--- src/rtl/lpg_pkg.sv ---
// Package: shared phase encoding for the low-power pattern generator.
// Assumes a 3-bit phase field at the top-level boundary.
package lpg_pkg;

    typedef enum logic [2:0] {
        PH_T  = 3'd0,   // first half shifts, raw output
        PH_TA = 3'd1,   // no clock, last half injected
        PH_TB = 3'd2,   // last half shifts, raw output
        PH_TC = 3'd3    // no clock, first half injected
    } lpg_phase_e;

    // Successor in the fixed four-phase walk.
    function automatic lpg_phase_e phase_succ(input lpg_phase_e ph);
        case (ph)
            PH_T:    phase_succ = PH_TA;
            PH_TA:   phase_succ = PH_TB;
            PH_TB:   phase_succ = PH_TC;
            default: phase_succ = PH_T;
        endcase
    endfunction

endpackage

--- src/rtl/lpg_phase_ctrl.sv ---
// Phase sequencer: holds the phase the next enabled edge will produce and
// steps it through T, Ta, Tb, Tc. Assumes a synchronous active-low reset.
module lpg_phase_ctrl
    import lpg_pkg::*;
(
    input  logic       clk,
    input  logic       rst_n,
    input  logic       step_i,
    output lpg_phase_e phase_o
);

    lpg_phase_e phase_q;

    // Advance one phase per enabled edge, start at T after reset.
    always_ff @(posedge clk) begin
        if (!rst_n)
            phase_q <= PH_T;
        else if (step_i)
            phase_q <= phase_succ(phase_q);
    end

    assign phase_o = phase_q;

    // the walk order 0,1,2,3,0
    a_r7_phase_order: assert property (@(posedge clk) disable iff (!rst_n)
        (step_i && phase_q == PH_TC) |=> (phase_q == PH_T));
    a_r7_phase_from_t: assert property (@(posedge clk) disable iff (!rst_n)
        (step_i && phase_q == PH_T) |=> (phase_q == PH_TA));
    // no step, no phase change
    a_r8_phase_hold: assert property (@(posedge clk) disable iff (!rst_n)
        !step_i |=> $stable(phase_q));

endmodule

--- src/rtl/lpg_shift_core.sv ---
// Split shift register: a first half, a holding flip-flop and a last half.
// The first half and the holding flip-flop shift on shift_first_i. The last
// half shifts on shift_last_i, fed by the holding flip-flop. Vector bit 1 is
// the MSB, and shifts move toward lower indices (higher bit numbers).
// Assumes the two shift enables are never high together.
module lpg_shift_core #(
    parameter int HALF_W = 4
) (
    input  logic                  clk,
    input  logic                  rst_n,
    input  logic [2*HALF_W-1:0]   seed_i,
    input  logic                  shift_first_i,
    input  logic                  shift_last_i,
    output logic [2*HALF_W-1:0]   state_o,
    output logic [HALF_W-1:0]     nxt_first_o,
    output logic [HALF_W-1:0]     nxt_last_o
);

    localparam int W = 2 * HALF_W;

    logic [W-1:0]      st_q;
    logic              mid_q;
    logic [HALF_W-1:0] first_w;
    logic [HALF_W-1:0] last_w;

    assign first_w = st_q[W-1:HALF_W];
    assign last_w  = st_q[HALF_W-1:0];

    // Next-state inputs of both halves: feedback into bit 1, holding bit into bit 5.
    always_comb begin
        nxt_first_o = {st_q[W-1] ^ st_q[0], first_w[HALF_W-1:1]};
        nxt_last_o  = {mid_q, last_w[HALF_W-1:1]};
    end

    // Seed load on reset, otherwise per-half gated shifting.
    always_ff @(posedge clk) begin
        if (!rst_n) begin
            st_q  <= seed_i;
            mid_q <= seed_i[HALF_W];
        end else begin
            if (shift_first_i) begin
                st_q[W-1:HALF_W] <= nxt_first_o;
                mid_q            <= st_q[HALF_W];
            end
            if (shift_last_i)
                st_q[HALF_W-1:0] <= nxt_last_o;
        end
    end

    assign state_o = st_q;

    // the holding bit captures the last bit of the first half
    a_r2_mid_capture: assert property (@(posedge clk) disable iff (!rst_n)
        shift_first_i |=> (mid_q == $past(st_q[HALF_W])));
    // the holding bit feeds the first bit of the last half
    a_r4_mid_feed: assert property (@(posedge clk) disable iff (!rst_n)
        shift_last_i |=> (st_q[HALF_W-1] == $past(mid_q)));
    // the holding bit only moves with the first half
    a_r4_mid_hold: assert property (@(posedge clk) disable iff (!rst_n)
        !shift_first_i |=> $stable(mid_q));

endmodule

--- src/rtl/lpg_injector.sv ---
// Bit-wise injector: passes a bit where a flip-flop equals its next-state
// input and substitutes the random bit where they differ. Purely combinational.
module lpg_injector #(
    parameter int W = 4
) (
    input  logic [W-1:0] cur_i,
    input  logic [W-1:0] nxt_i,
    input  logic         rbit_i,
    output logic [W-1:0] inj_o
);

    for (genvar i = 0; i < W; i++) begin : g_bit
        // Keep the stable bit, or substitute the random bit on a pending flip.
        assign inj_o[i] = (cur_i[i] == nxt_i[i]) ? cur_i[i] : rbit_i;
    end

endmodule

--- src/rtl/lpg_lowpower_tpg.sv ---
// Top: low-power LFSR test pattern generator. Between successive register
// states it emits two injected vectors and one half-shifted vector. The
// output is registered, and phase_o names the phase of the next enabled edge.
// Assumes a synchronous active-low reset that loads seed_i.
module lpg_lowpower_tpg
    import lpg_pkg::*;
#(
    parameter int HALF_W = 4
) (
    input  logic                clk,
    input  logic                rst_n,
    input  logic                test_en,
    input  logic [2*HALF_W-1:0] seed_i,
    output logic [2*HALF_W-1:0] pattern_o,
    output logic [2:0]          phase_o
);

    localparam int W = 2 * HALF_W;

    lpg_phase_e        phase;
    logic              shift_first;
    logic              shift_last;
    logic [W-1:0]      state;
    logic [HALF_W-1:0] nxt_first;
    logic [HALF_W-1:0] nxt_last;
    logic [HALF_W-1:0] inj_first;
    logic [HALF_W-1:0] inj_last;
    logic              rbit;
    logic [W-1:0]      vec_next;
    logic [W-1:0]      pat_q;

    lpg_phase_ctrl u_phase (
        .clk     (clk),
        .rst_n   (rst_n),
        .step_i  (test_en),
        .phase_o (phase)
    );

    // Per-half clock enables taken from the pending phase.
    always_comb begin
        shift_first = test_en && (phase == PH_T);
        shift_last  = test_en && (phase == PH_TB);
    end

    lpg_shift_core #(.HALF_W(HALF_W)) u_core (
        .clk           (clk),
        .rst_n         (rst_n),
        .seed_i        (seed_i),
        .shift_first_i (shift_first),
        .shift_last_i  (shift_last),
        .state_o       (state),
        .nxt_first_o   (nxt_first),
        .nxt_last_o    (nxt_last)
    );

    assign rbit = state[0];

    lpg_injector #(.W(HALF_W)) u_inj_first (
        .cur_i  (state[W-1:HALF_W]),
        .nxt_i  (nxt_first),
        .rbit_i (rbit),
        .inj_o  (inj_first)
    );

    lpg_injector #(.W(HALF_W)) u_inj_last (
        .cur_i  (state[HALF_W-1:0]),
        .nxt_i  (nxt_last),
        .rbit_i (rbit),
        .inj_o  (inj_last)
    );

    // Select the vector the pending phase produces.
    always_comb begin
        case (phase)
            PH_T:    vec_next = {nxt_first, state[HALF_W-1:0]};
            PH_TA:   vec_next = {state[W-1:HALF_W], inj_last};
            PH_TB:   vec_next = {state[W-1:HALF_W], nxt_last};
            default: vec_next = {inj_first, state[HALF_W-1:0]};
        endcase
    end

    // Output register: the seed on reset, the phase vector on each enabled edge.
    always_ff @(posedge clk) begin
        if (!rst_n)
            pat_q <= seed_i;
        else if (test_en)
            pat_q <= vec_next;
    end

    assign pattern_o = pat_q;
    assign phase_o   = phase;

    // Ta clocks no flip-flop
    a_r3_ta_no_clock: assert property (@(posedge clk) disable iff (!rst_n)
        (test_en && phase == PH_TA) |=> $stable(state));
    // Tc clocks no flip-flop and repeats the last half
    a_r5_tc_no_clock: assert property (@(posedge clk) disable iff (!rst_n)
        (test_en && phase == PH_TC) |=> $stable(state));
    a_r5_tc_last_repeat: assert property (@(posedge clk) disable iff (!rst_n)
        (test_en && phase == PH_TC) |=>
            (pat_q[HALF_W-1:0] == $past(pat_q[HALF_W-1:0])));
    // T holds the last half
    a_r2_last_hold: assert property (@(posedge clk) disable iff (!rst_n)
        (test_en && phase == PH_T) |=> (state[HALF_W-1:0] == $past(state[HALF_W-1:0])));
    // Tb holds the first half
    a_r4_first_hold: assert property (@(posedge clk) disable iff (!rst_n)
        (test_en && phase == PH_TB) |=> (state[W-1:HALF_W] == $past(state[W-1:HALF_W])));
    // disabled edges change nothing
    a_r8_freeze: assert property (@(posedge clk) disable iff (!rst_n)
        !test_en |=> ($stable(pat_q) && $stable(state)));

endmodule

--- config.mk ---
export PLATFORM = sky130hd
export DESIGN_NAME = lpg_lowpower_tpg
export DESIGN_NICKNAME = d
export VERILOG_FILES = /design/src/rtl/lpg_pkg.sv /design/src/rtl/lpg_phase_ctrl.sv /design/src/rtl/lpg_shift_core.sv /design/src/rtl/lpg_injector.sv /design/src/rtl/lpg_lowpower_tpg.sv
export SDC_FILE = /design/constraint.sdc
export NUM_CORES = 1
export LEC_CHECK = 0
export BUFFER_PORTS_ARGS = -buffer_cell sky130_fd_sc_hd__buf_2
export CAP_MARGIN = 25
export CELL_PAD_IN_SITES_DETAIL_PLACEMENT = 0
export CELL_PAD_IN_SITES_GLOBAL_PLACEMENT = 1
export CORE_ASPECT_RATIO = 0.9
export CORE_MARGIN = 2
export CORE_UTILIZATION = 37
export CTS_BUF_LIST = sky130_fd_sc_hd__clkbuf_16
export DETAILED_ROUTE_END_ITERATION = 8
export GPL_ROUTABILITY_DRIVEN = 0
export PLACE_DENSITY = 0.83
export SYNTH_ARGS = -nofsm -noshare
export SYNTH_HDL_FRONTEND = slang
export SYNTH_SLANG_ARGS = --single-unit
--- constraint.sdc ---
create_clock -name clk -period 1.42 [get_ports clk]
set_input_delay 0.426 -clock clk [delete_from_list [all_inputs] [get_ports clk]]
set_output_delay 0.426 -clock clk [all_outputs]
set_load 0.01 [all_outputs]
==> out/results.ini <==
[floorplanning]
fp.dieW_um = 62.2
rows = 18
dieArea_mm2 = 0.00351
start_util_pct = 40.0
io_pins = 22
die_h_um = 56.4
core_area_mm2 = 0.00282

[global_routing]
grt_pass1_wl_mm = 4.13
grtUsageTotal_pct = 14.9
antenna_found_initial = 0
grt_remaining_overflow = 0
grt_pass1_vias = 904
grt_max_degree = 14

[cts]
cts_tree = done
clock_latency_ns = 0.25
cts_buffers = 3
hold_buffers = 0
clk_pin_slew_ns = 0.05
cts.sinks = 19
htreeDepth = 1
clockRootBuffer = clkbuf_16
ctsLongestPathBuffers = 2

[setup_path]
endpoint_kind = flop
slowest_delay_ns = 0.38
cp_cell_sequence = inv_2 > ha_2 > or2_4 > a221oi_2 > o22ai_1
cp_max_fo = 5
crit_type = reg2reg
critPathRequiredTime_ns = 1.41
cp-start-kind = flop
slowest_stage = dfxtp_4
worstPathArrival_ns = 1.41

[outcome]
violations = setup timing
status = finished with violations

[yosys]
async_reset_ff_share_pct = 0
avgSynthCellArea_um2 = 10.2
synthCells = 111
synth_area_leader_cell = edfxtp_1
netlist_top_cells_count = 29 x nand2_1, 17 x edfxtp_1, 11 x nand3_1
synth_area_leaders = edfxtp_1 45%, nand2_1 9.7%, ha_1 5.5%
netlist_area_mm2 = 0.00113
synth_flop_cell = edfxtp_1
synth.top_cell.area_share_pct = 45.3
ys_seq_area_share_pct = 48.8
yosysWarnings = 0
yosysMostFrequentCell = nand2_1
synth_nets = 127
synth_edf_count = 17
ys_types = 29
ys_ff_latch = 19

[sta]
rsz0062_at_grt = yes
drv_slew = 0
finalHoldViolations = 0
max_freq_mhz = 703
finalSetupViolCount = 1
fin_crit_ns = 1.42
worst_slack_ns = -0.00238
skew_ns = 0.00254
holdWs_ns = 0.478
timing.final.crit_share_pct = 100
fin_tns_setup_ns = -0.00238

[layout]
drive_gt1_share_pct = 37.9
finalNonFillerCells = 180
area_delta_synth_final_pct = 29.6
antennaDiodeCount = 0
stdcell_area_mm2 = 0.00146
fill_cells = 251
fin_nets = 157
final_core_util_pct = 51.9

[routing]
drc_errors = 0
antenna_left = 0
viasPerCell = 5.13
wl_per_cell_um = 13.3
drt-pass1-iter-count = 4
dr_total_vias = 923
wl_mm = 2.39
drt_iter0_drc = 52

[placed_design]
hpwl_mm = 1.82
dp.cells = 176
place_ws_ns = -0.00907
placed_area_mm2 = 0.00137
io_buffers = 20

[power]
leakage_nw = 0.633
finalPower_mw = 1.72
peakVddDrop_mv = 0.442
power_density_mw_per_mm2 = 1180

[min_path]
worst_hold_path_type = in2reg

[flow_run]
cap_violations = 0

cells in the final DEF (no fill, tap or decap), types with 2 or more instances in the layout:
cell type / n
a21oi_1: 2
buf_12: 2
buf_2: 20
buf_4: 8
buf_6: 2
clkbuf_16: 3
dfxtp_4: 2
edfxtp_1: 17
ha_2: 3
inv_1: 4
maj3_1: 2
maj3_2: 2
mux2_2: 2
nand2_1: 29
nand3_1: 11
nand4_1: 4
nor2_1: 4
o21a_1: 3
o21ai_0: 2
o311ai_2: 2
kinds of logic after synthesis:
group           after synthesis  synth area share [%]
simple gates                 52                  21.6
flops                        19                  48.8
compound gates               14                  10.8
buf+inv                      13                  6.44
fa+ha+maj                     9                  9.10
mux                           3                  2.89
other cells                   1                 0.333
critical path, delay by kind of cell (launching register included):
family	cells	cell delay, ns
flip-flops	1	0.38
AO/OA/AOI/OAI	2	0.31
AND/OR/NAND/NOR	1	0.26
adder cells (fa/ha/maj)	1	0.17
buffers and inverters	1	0.05
layer usage:
metal  up-vias  wire length (µm)  GRT usage (%)
li1        452                 -              -
met1       432              1060           18.6
met2        35              1160           24.7
met3         4               139           3.41
met4         0                27           6.67
met5         -                 0              0
repair_timing:
action	CTS	global route
cloned	0	0
setup buffers	0	0
resized for setup	2	7
pin swaps	0	5
endpoints found under the hold margin	0	0
endpoints found under the setup margin	2	12
registers in the layout (all words and copies together), names as in the netlist:
name             flops
pattern_o            8
u_core.state_o       8
u_core.mid_q         1
u_phase.phase_o      2
final timing paths:
path / endpoint / start / slack (ns) / cells after the start
worst min register to register: u_phase.phase_o[1]$_SDFFE_PN0P_ / u_phase.phase_o[1]$_SDFFE_PN0P_ / 0.56 / 2
worst max register to register: pattern_o[7]$_DFFE_PP_ / u_phase.phase_o[1]$_SDFFE_PN0P_ / -0.002 / 5
worst max-delay path: pattern_o[7]$_DFFE_PP_ / u_phase.phase_o[1]$_SDFFE_PN0P_ / -0.002 / 5
worst min-delay path: pattern_o[0]$_DFFE_PP_ / seed_i[0] / 0.48 / 3
power by group:
group | leakage [nW] | internal, mW | switching, mW
logic | 0.398 | 0.197 | 0.213
clock network | 0.0423 | 0.374 | 0.188
registers | 0.193 | 0.700 | 0.0499
final cells by class:
type | instances | area (µm²) | share of cell area, %
Sequential cell | 19 | 558 | 38.2
Multi-Input combinational cell | 79 | 527 | 36.0
Timing Repair Buffer | 32 | 223 | 15.2
Clock buffer | 3 | 75.1 | 5.14
Tap cell | 40 | 50.0 | 3.42
Inverter | 6 | 25.0 | 1.71
Clock inverter | 1 | 3.75 | 0.257
(Power assumes the default switching activity.)
